File: src/rtl/cmt_pkg.sv
// Package: shared types and variant-dependent constants for the
// compare-match timer channel.
// Assumes: a variant flag of 1 selects the 32-bit build, 0 the 16-bit build.
package cmt_pkg;

    // Register chosen by the byte-offset decoder
    typedef enum logic [2:0] {
        SEL_NONE  = 3'd0,
        SEL_START = 3'd1,
        SEL_CSR   = 3'd2,
        SEL_CNT   = 3'd3,
        SEL_CMP   = 3'd4
    } reg_sel_e;

    localparam int CSR_W   = 16;
    localparam int DATA_W  = 32;
    localparam int MAX_SEL = 3;
    localparam int PRE_W   = 3 + 2 * MAX_SEL;

    // Position of the sticky match flag
    function automatic int flag_pos(input bit wide);
        return wide ? 15 : 7;
    endfunction

    // Position of the interrupt enable
    function automatic int ie_pos(input bit wide);
        return wide ? 5 : 6;
    endfunction

    // Bits of control/status that are clear-on-write-zero status
    function automatic logic [CSR_W-1:0] stat_mask(input bit wide);
        return wide ? 16'hC000 : 16'h0080;
    endfunction

endpackage

File: src/rtl/cmt_regdec.sv
// Module: byte-offset decoder for the timer channel register bus.
// Assumes: offsets are exact byte addresses; the run register lives in
// the common area below CH_BASE and the channel registers are STRIDE apart.
module cmt_regdec #(
    parameter int ADDR_W    = 8,
    parameter int START_OFS = 0,
    parameter int CH_BASE   = 16,
    parameter int STRIDE    = 4
) (
    input  logic [ADDR_W-1:0] addr,
    output cmt_pkg::reg_sel_e sel
);
    import cmt_pkg::*;

    localparam logic [ADDR_W-1:0] OFS_START = ADDR_W'(START_OFS);
    localparam logic [ADDR_W-1:0] OFS_CSR   = ADDR_W'(CH_BASE);
    localparam logic [ADDR_W-1:0] OFS_CNT   = ADDR_W'(CH_BASE + STRIDE);
    localparam logic [ADDR_W-1:0] OFS_CMP   = ADDR_W'(CH_BASE + 2 * STRIDE);

    // Map the byte offset onto one register or none
    always_comb begin
        sel = SEL_NONE;
        if (addr == OFS_START)    sel = SEL_START;
        else if (addr == OFS_CSR) sel = SEL_CSR;
        else if (addr == OFS_CNT) sel = SEL_CNT;
        else if (addr == OFS_CMP) sel = SEL_CMP;
    end

endmodule

File: src/rtl/cmt_prescaler.sv
// Module: free-running clock divider producing the count tick.
// Assumes: the divide ratio is 8*4^sel; a change of sel takes effect at
// the next point where the low bits of the divider are all ones.
module cmt_prescaler #(
    parameter int SEL_W   = 2,
    parameter int MAX_SEL = 3,
    parameter int PRE_W   = 3 + 2 * MAX_SEL
) (
    input  logic             clk,
    input  logic             rst_n,
    input  logic [SEL_W-1:0] sel,
    output logic             tick
);
    logic [PRE_W-1:0] pre_q;
    logic [PRE_W-1:0] mask;

    // Advance the divider every clock
    always_ff @(posedge clk) begin
        if (!rst_n) pre_q <= '0;
        else        pre_q <= pre_q + 1'b1;
    end

    // Low 3+2*sel bits all ones marks the last clock of a tick period
    always_comb begin
        mask = {PRE_W{1'b1}} >> (2 * (MAX_SEL - int'(sel)));
        tick = ((pre_q & mask) == mask);
    end

endmodule

File: src/rtl/cmt_counter.sv
// Module: count register with compare match, wrap detection and a
// counter write that lands on the second tick after the bus write.
// Assumes: tick is a single-cycle pulse; wr_en is a bus write to the counter.
module cmt_counter #(
    parameter int CNT_W = 32
) (
    input  logic             clk,
    input  logic             rst_n,
    input  logic             tick,
    input  logic             run,
    input  logic [CNT_W-1:0] cmp,
    input  logic             wr_en,
    input  logic [CNT_W-1:0] wr_data,
    output logic [CNT_W-1:0] cnt,
    output logic             load_now,
    output logic             match_set,
    output logic             wrap_set
);
    localparam logic [CNT_W-1:0] CNT_MAX = '1;

    logic [CNT_W-1:0] cnt_q;
    logic [CNT_W-1:0] pend_val_q;
    logic [1:0]       pend_q;
    logic             step;
    logic [CNT_W-1:0] cnt_next;

    // Decide load, match, wrap or plain increment for this cycle
    always_comb begin
        load_now  = tick && (pend_q == 2'd1);
        step      = tick && run && !load_now;
        match_set = step && (cnt_q == cmp);
        wrap_set  = step && (cnt_q != cmp) && (cnt_q == CNT_MAX);
        if (match_set || wrap_set) cnt_next = '0;
        else                       cnt_next = cnt_q + 1'b1;
    end

    // Hold a written value and count down the ticks before it lands
    always_ff @(posedge clk) begin
        if (!rst_n) begin
            pend_val_q <= '0;
            pend_q     <= 2'd0;
        end else if (wr_en) begin
            pend_val_q <= wr_data;
            pend_q     <= 2'd2;
        end else if (tick && (pend_q != 2'd0)) begin
            pend_q     <= pend_q - 2'd1;
        end
    end

    // Update the visible count
    always_ff @(posedge clk) begin
        if (!rst_n)        cnt_q <= '0;
        else if (load_now) cnt_q <= pend_val_q;
        else if (step)     cnt_q <= cnt_next;
    end

    assign cnt = cnt_q;

endmodule

File: src/rtl/cmt_channel.sv
// Module: top of one compare-match timer channel with its register bus.
// Assumes: one bus access per cycle; WIDE=1 builds the 32-bit variant,
// WIDE=0 the 16-bit variant; CH_SEL picks this channel's run bit.
module cmt_channel #(
    parameter bit WIDE    = 1'b1,
    parameter int NUM_CH  = 4,
    parameter int CH_SEL  = 1,
    parameter int ADDR_W  = 8,
    parameter int CH_BASE = 16
) (
    input  logic              clk,
    input  logic              rst_n,
    input  logic [ADDR_W-1:0] addr,
    input  logic              we,
    input  logic [31:0]       wdata,
    output logic [31:0]       rdata,
    output logic              irq
);
    import cmt_pkg::*;

    localparam int CNT_W  = WIDE ? 32 : 16;
    localparam int STRIDE = WIDE ? 4 : 2;
    localparam int FLAG_B = flag_pos(WIDE);
    localparam int IE_B   = ie_pos(WIDE);
    localparam logic [CSR_W-1:0] STAT = stat_mask(WIDE);

    reg_sel_e          reg_sel;
    logic [NUM_CH-1:0] start_q;
    logic [CSR_W-1:0]  csr_q;
    logic [CSR_W-1:0]  csr_d;
    logic [CNT_W-1:0]  cmp_q;
    logic [CNT_W-1:0]  cnt_val;
    logic [CSR_W-1:0]  stat_set;
    logic              tick;
    logic              load_now;
    logic              match_set;
    logic              wrap_set;
    logic              wr_cnt;

    cmt_regdec #(
        .ADDR_W   (ADDR_W),
        .START_OFS(0),
        .CH_BASE  (CH_BASE),
        .STRIDE   (STRIDE)
    ) u_dec (
        .addr(addr),
        .sel (reg_sel)
    );

    cmt_prescaler #(
        .SEL_W  (2),
        .MAX_SEL(MAX_SEL),
        .PRE_W  (PRE_W)
    ) u_pre (
        .clk  (clk),
        .rst_n(rst_n),
        .sel  (csr_q[1:0]),
        .tick (tick)
    );

    assign wr_cnt = we && (reg_sel == SEL_CNT);

    cmt_counter #(
        .CNT_W(CNT_W)
    ) u_cnt (
        .clk      (clk),
        .rst_n    (rst_n),
        .tick     (tick),
        .run      (start_q[CH_SEL]),
        .cmp      (cmp_q),
        .wr_en    (wr_cnt),
        .wr_data  (CNT_W'(wdata)),
        .cnt      (cnt_val),
        .load_now (load_now),
        .match_set(match_set),
        .wrap_set (wrap_set)
    );

    // Route counter events onto the status bits of this variant
    generate
        if (WIDE) begin : g_wide_stat
            assign stat_set = {match_set, wrap_set, 14'd0};
        end else begin : g_narrow_stat
            assign stat_set = {8'd0, match_set, 7'd0};
        end
    endgenerate

    // Next control/status: plain bits follow the write, status bits only clear
    always_comb begin
        csr_d = csr_q;
        if (we && (reg_sel == SEL_CSR))
            csr_d = (wdata[CSR_W-1:0] & ~STAT) | (csr_q & wdata[CSR_W-1:0] & STAT);
        csr_d = csr_d | stat_set;
    end

    // Register the run bits, control/status and compare value
    always_ff @(posedge clk) begin
        if (!rst_n) begin
            start_q <= '0;
            csr_q   <= '0;
            cmp_q   <= '1;
        end else begin
            csr_q <= csr_d;
            if (we && (reg_sel == SEL_START)) start_q <= wdata[NUM_CH-1:0];
            if (we && (reg_sel == SEL_CMP))   cmp_q   <= CNT_W'(wdata);
        end
    end

    // Return the addressed register, zero-extended
    always_comb begin
        case (reg_sel)
            SEL_START: rdata = DATA_W'(start_q);
            SEL_CSR:   rdata = DATA_W'(csr_q);
            SEL_CNT:   rdata = DATA_W'(cnt_val);
            SEL_CMP:   rdata = DATA_W'(cmp_q);
            default:   rdata = '0;
        endcase
    end

    assign irq = csr_q[FLAG_B] && csr_q[IE_B];

endmodule

File: config.mk
export PLATFORM = sky130hd
export DESIGN_NAME = cmt_channel
export DESIGN_NICKNAME = d
export VERILOG_FILES = /design/src/rtl/cmt_pkg.sv /design/src/rtl/cmt_regdec.sv /design/src/rtl/cmt_prescaler.sv /design/src/rtl/cmt_counter.sv /design/src/rtl/cmt_channel.sv
export SDC_FILE = /design/constraint.sdc
export NUM_CORES = 1
export LEC_CHECK = 0
export ABC_AREA = 1
export BUFFER_PORTS_ARGS = -buffer_cell sky130_fd_sc_hd__buf_2
export CAP_MARGIN = 20
export CORE_MARGIN = 4
export CORE_UTILIZATION = 50
export DETAILED_ROUTE_END_ITERATION = 10
export GPL_TIMING_DRIVEN = 1
export PLACE_DENSITY = 0.67
export SLEW_MARGIN = 0
export SYNTH_ARGS = -nofsm -noshare
export SYNTH_HDL_FRONTEND = slang
export SYNTH_SLANG_ARGS = --single-unit
export TNS_END_PERCENT = 30
File: constraint.sdc
create_clock -name clk -period 4.45 [get_ports clk]
set_input_delay 0.445 -clock clk [delete_from_list [all_inputs] [get_ports clk]]
set_output_delay 0.445 -clock clk [all_outputs]
set_load 0.005 [all_outputs]
; ---- Word-level counts from Yosys, hierarchy flattened
; Cells that the tools add are included.
[word_totals]
regBits = 127
latch_bits = 0
mem_bits_rw = 0
romBits = 0
inputBits = 43
output_inout_bits = 33
elab_cells = 60
n_memories = 0
[op_classes]
addsub = 4
mul = 0
div = 0
magnitude_cmp = 0
n_eq_ne = 12
shifts = 1
mux = 11
bitwise = 5
n_reduce_logical = 19
[ops]
columns = cell, n
row1 = 32-bit case mux with 4 select lines, 1
row2 = 32-bit two-way mux, 3
row3 = "32-bit by 1-bit adder with 32-bit output, second input constant", 1
row4 = 32-bit == test, 1
row5 = "32-bit == test, second input constant", 1
row6 = 32-bit != test, 1
row7 = "9-bit by 32-bit >> shifter with 9-bit output, first input constant", 1
row8 = "8-bit by 5-bit == test with 1-bit output, second input constant", 3
row9 = 16-bit bitwise AND, 1
row10 = 16-bit two-way mux, 1
row11 = 14-bit by 16-bit OR with 16-bit output, 1
row12 = 16-bit OR, 1
row13 = 1-bit logical AND, 12
row14 = 3-bit two-way mux, 4
row15 = "9-bit by 1-bit adder with 9-bit output, second input constant", 1
row16 = 9-bit bitwise AND, 1
row17 = 9-bit == test, 1
row18 = 8-bit zero test, 1
row19 = "3-bit by 2-bit == test with 1-bit output, second input constant", 2
row20 = 2-bit nonzero test, 3
row21 = 2-bit two-way mux, 2
row22 = "3-bit by 1-bit == test with 1-bit output, second input constant", 1
row23 = "3-bit == test, second input constant", 1
row24 = "2-bit by 2-bit subtractor with 3-bit output, first input constant", 1
row25 = 6 further kinds, 6

; ---- Logic depth before layout (Yosys ltp)
[logic_depth]
ltp_word = 13
depth_mapped = 13
mapped_depth_nobuf = 11

; ---- Cells and area by module
; Synthesis repeated with hierarchy kept, for this count alone.
[hier_totals]
cells_unflattened = 1167
hier_area_um2 = 7378.3
[by_module_without_submodules]
columns = module, instances, cells_each, area_per_inst_um2, seq_area_each_um2
row1 = cmt_counter, 1, 690, 4301.6, 1321.3
row2 = cmt_channel, 1, 388, 2542.4, 1041.0
row3 = cmt_prescaler, 1, 62, 426.7, 180.2
row4 = cmt_regdec, 1, 27, 107.6, 0.0

; ---- Worst setup path before layout
; OpenSTA, ideal clock, no wires.
[synth_timing]
kind = input to output
startpoint = in addr[1]
endpoint = out rdata[16]
t_arrival_ns = 1.528
required_ns = 4.005
setup_slack_ns = 2.477
path_stages = 8
n_path_buf = 1
path_cell_list = nor2_2 > nand2_1 > nor4_2 > nand3_2 > nand2_1 > nand2_2 > buf_2 > o22ai_1
[synth_between]
elab_chain_cells = 7
[synth_lines]
columns = item, line_no
row1 = from (decl), cmt_channel.sv:13  ; input logic [ADDR_W-1:0] addr,
row2 = 8-bit by 5-bit == test with 1-bit output, cmt_regdec.sv:26  ; else if (addr == OFS_CMP) sel = SEL_CMP;
row3 = 3-bit two-way mux, cmt_regdec.sv:26
row4 = 3-bit two-way mux, cmt_regdec.sv:25  ; else if (addr == OFS_CNT) sel = SEL_CNT;
row5 = 3-bit two-way mux, cmt_regdec.sv:24  ; else if (addr == OFS_CSR) sel = SEL_CSR;
row6 = 3-bit two-way mux (*), cmt_regdec.sv:23  ; if (addr == OFS_START) sel = SEL_START;
row7 = "3-bit == test, or another cell as far along", cmt_channel.sv:111  ; case (reg_sel)
row8 = 32-bit case mux with 4 select lines (*), cmt_channel.sv:111
row9 = to (decl), cmt_channel.sv:16  ; output logic [31:0] rdata,
; Every way passes the cells marked *; elsewhere a longest branch is shown, timed or not.

; ---- Worst setup path in the final report
[layout_timing]
startpoint = in addr[1]
endpoint = out rdata[27]
; Same word-level chain as after synthesis.

==> metrics.md <==
| Metric | Value |
|---|---|
| Outcome | `finished, final reports clean` |
| First-pass GRT wire length | `32.2 mm` |
| Die width | `between 100 and 150 um` |
| Area of the multi-input gates | `3650 um^2` |
| Switching power | `0.564 mW` |
| Initial antenna violation count | `0` |
| Total Wirelength | `19.3 mm` |
| Top sig layer | `met4` |
| Detailed route wirelength on metal2 | `8.88 mm` |
| CTS clk-pin slew, worst paths | `0.05 ns` |
| Longest Clk Path Bufs | `2` |
| Via count | `just under 7000` |
| Height of the die | `127 um` |
| Reg2Reg Setup Slack | `1.90 ns` |
| Setup bufs post-CTS | `0` |
| Met1 wire length | `just over 9 mm` |
| CP max stage delay | `0.44 ns` |
| Detailed-router iteration count before antenna repair | `4` |
| Slew headroom | `33.3%` |
| Synthesis-to-finish area growth | `13.1%` |
| Synth Instances | `1052` |
| Total CTS buffers | `17` |
| Starting density of the core | `around half` |
| CTS H-tree lvls | `4` |
| Final instance area | `approximately 8000 um^2` |
| Share of layout cells above drive strength 1 | `14.1%` |
| Worst Reg-to-Reg Cells | `9` |
| Hold path cells | `3` |
| Avg Inst Size Synth | `6.71 um^2` |
| Final hold vios | `0` |
| Sequential share of the synthesized area | `36.0%` |
| Mapped Nets | `1099` |
| Power density over cell area | `321 nW/um^2` |
| Nature of the critical path endpoint | `output port` |
| Vias in the first global route | `6442` |
| Commonest cells post-synth | `217 x nand2_1, 140 x a21oi_1, 131 x inv_1, 127 x dfxtp_1, 109 x nor2_1` |
| R2R Path End | `u_cnt.cnt[23]$_SDFFE_PN0P_` |
| Worst skew pair latency | `0.43 ns` |
| Final max-slew violation count | `0` |
| Final setup viols | `0` |
| R2r startpoint | `u_cnt.cnt[0]$_SDFFE_PN0P_` |
| Top post-synthesis cells by area | `dfxtp_1 36%, nand2_1 12%, a21oi_1 9.9%, inv_1 7.0%, nor2_1 5.8%` |
| Largest net degree at the start of global routing | `67` |
| Placement Cell Area | `between 7000 and 8000 um^2` |
| P_int | `~2.0 mW` |
| Layout Utilization | `57.6%` |
| GRT Util Overall | `24.7%` |
| Count leader, synth | `nand2_1` |
| DRC | `0` |
| Register area | `2540 um^2` |
| Filler cells | `1425` |
| Post-DP HPWL | `13.3 mm` |
| HP Class | `in2reg` |
| Antenna diodes | `0` |
| Initial DRC Count | `500` |
| Distinct cells, synth | `37` |
| CP arrival | `2.60 ns` |
| Lkg Pwr | `3.44 nW` |
| Worst Skew | `0.00931 ns` |
| Placer Congestion | `0.964` |
| Share of async-settable or async-resettable flops after synthesis | `0%` |
| Total core area | `approximately 14000 um^2` |
| Unrepaired setup endpoints after global routing | `false` |
| Max frequency | `328 MHz` |
| Die area | `16100 um^2` |
| Net Sw Frac | `between 20% and 30%` |
| Ys flop type | `dfxtp_1` |
| Tmin final | `3.05 ns` |
| Post-synth EDFFs | `0` |
| Total congestion overflow | `0` |
| WL/cell | `15.0 um` |
| Nets | `1140` |
| DR vias/cell | `5.26` |
| Post_cts resized | `0` |
| Sequential Power Share | `44.6%` |
| Warnings from Yosys | `0` |
| I/O pins | `76` |
| Post-synth top area share | `around 36%` |
| Max-cap viol count | `0` |
| Tcrit/Tclk final | `68.5%` |
| WL met3 | `just over 900 um` |
| Worst Setup Path Type | `in2out` |
| CP required | `4.01 ns` |
| CP Launch Type | `input port` |
| Clk sink count | `127` |
| Port Buffers | `75` |
| Syn Std Cell Area | `7060 um^2` |
| Clock network fraction of total power | `52.2%` |
| Comb power frac | `3.1%` |
| Synth area leader | `dfxtp_1` |
| Post-Place Worst Slack | `1.45 ns` |
| # hold bufs at CTS | `0` |
| Worst hold endpoint | `cmp_q[17]$_SDFFE_PN1P_` |
| Setup TNS | `0 ns` |
| CTS tree | `done` |
| Post-DRT Antenna Nets | `0` |
| Root Driver | `clkbuf_16` |
| Hold Path Origin | `wdata[17]` |
| Critical Path Fanout Max | `18` |
| Final Worst Setup Slack | `about 1.4 ns` |
| Critical path, cell by cell | `buf_2, nor2_2, nand2_1, nor4_2, nand3_2, nand2_1, nand2_2, o21ai_0, buf_2` |
| Flop and latch count out of synthesis | `~130` |
| Measured slew at the worst slew-check pin | `0.997 ns` |
| Maximum vdd ir drop | `between 0.2 and 0.25 mV` |
| Critical path's slowest cell | `nand2_2` |
| Core Rows | `43` |
==> power groups by stage <==
| stage | clock (mW) | sequential, mW | combinational (mW) |
|---|---|---|---|
| after floorplan | 0 | 1.17 | 0.0412 |
| after global placement | 0 | 1.17 | 0.0790 |
| after detailed placement | 0 | 1.17 | 0.0794 |
| after CTS | 1.35 | 1.14 | 0.0799 |
| after global routing | 1.41 | 1.14 | 0.0912 |
| final | 1.34 | 1.14 | 0.0805 |
==> per-layer routing <==
metal / global-route usage [%] / vias up
met5: 0 / -
met4: 7.19 / 0
met3: 5.43 / 25
met2: 40.1 / 161
met1: 32.9 / 3078
li1: - / 3501
==> worst max path at each step <==
stage	from	endpoint	slack, ns
global placement	addr[1]	rdata[4]	1.57
detailed placement	addr[1]	rdata[14]	1.45
floorplan	addr[1]	rdata[16]	2.48
global route	addr[1]	rdata[27]	1.18
CTS	addr[1]	rdata[27]	1.46
finish	addr[1]	rdata[27]	1.40
==> per-stage QoR <==
| stage | hold WS, ns | std cells | power (mW) |
|---|---|---|---|
| 6_report | 0.250 | 1285 | 2.56 |
| 2_1_floorplan | 0.418 | 1052 | 1.21 |
| 3_3_place_gp | 0.434 | 1251 | 1.25 |
| 5_1_grt | 0.266 | 1285 | 2.64 |
| 3_5_place_dp | 0.445 | 1251 | 1.25 |
| 4_1_cts | 0.240 | 1282 | 2.58 |
==> kinds of logic (layout without fill, tap and decap cells) <==
logic type | count (synthesis) | after routing | share of synthesized area [%]
buf+inv | 200 | 253 | 12.5
fa+ha+maj | 4 | 4 | 0.709
compound gates | 252 | 252 | 19.1
flops | 127 | 127 | 36.0
simple gates | 434 | 434 | 27.4
xor+xnor | 35 | 35 | 4.34
==> area by class of cell <==
type | count | share of cell area, %
clock inverter | 11 | 1.47
timing repair buffer | 83 | 6.11
clock buffer | 20 | 5.59
multi-input combinational | 725 | 45.7
tap | 180 | 2.82
inverter | 139 | 6.53
sequential | 127 | 31.8
==> sequential cells by signal, summed over array words and instances (netlist names) <==
register	cells
u_pre.pre_q	9
cmp_q	32
u_cnt.pend_val_q	32
start_q	4
csr_q	16
u_cnt.cnt	32
u_cnt.pend_q	2
==> critical path, delay by kind of cell <==
| kind | cells | cell delay [ns] |
|---|---|---|
| compound gates | 1 | 0.37 |
| buf+inv | 2 | 0.27 |
| simple gates | 6 | 1.52 |
==> layout by cell type, fill, tap and decap left out, drive strengths merged <==
| master | instances |
|---|---|
| nor4 | 1 |
| nor3 | 9 |
| nand3b | 1 |
| o2111ai | 3 |
| xnor2 | 16 |
| nand3 | 40 |
| a21oi | 140 |
| clkinv | 5 |
| o22ai | 10 |
| clkinvlp | 5 |
| or2 | 1 |
| xor2 | 19 |
| nand4 | 35 |
| ha | 4 |
| o211ai | 9 |
| o21ai | 84 |
| buf | 83 |
| inv | 138 |
| nor2 | 122 |
| bufinv | 2 |
| o221ai | 6 |
| nand2 | 224 |
| clkbuf | 20 |
| and3 | 1 |
| dfxtp | 127 |
Power figures use the tool's default switching activity.
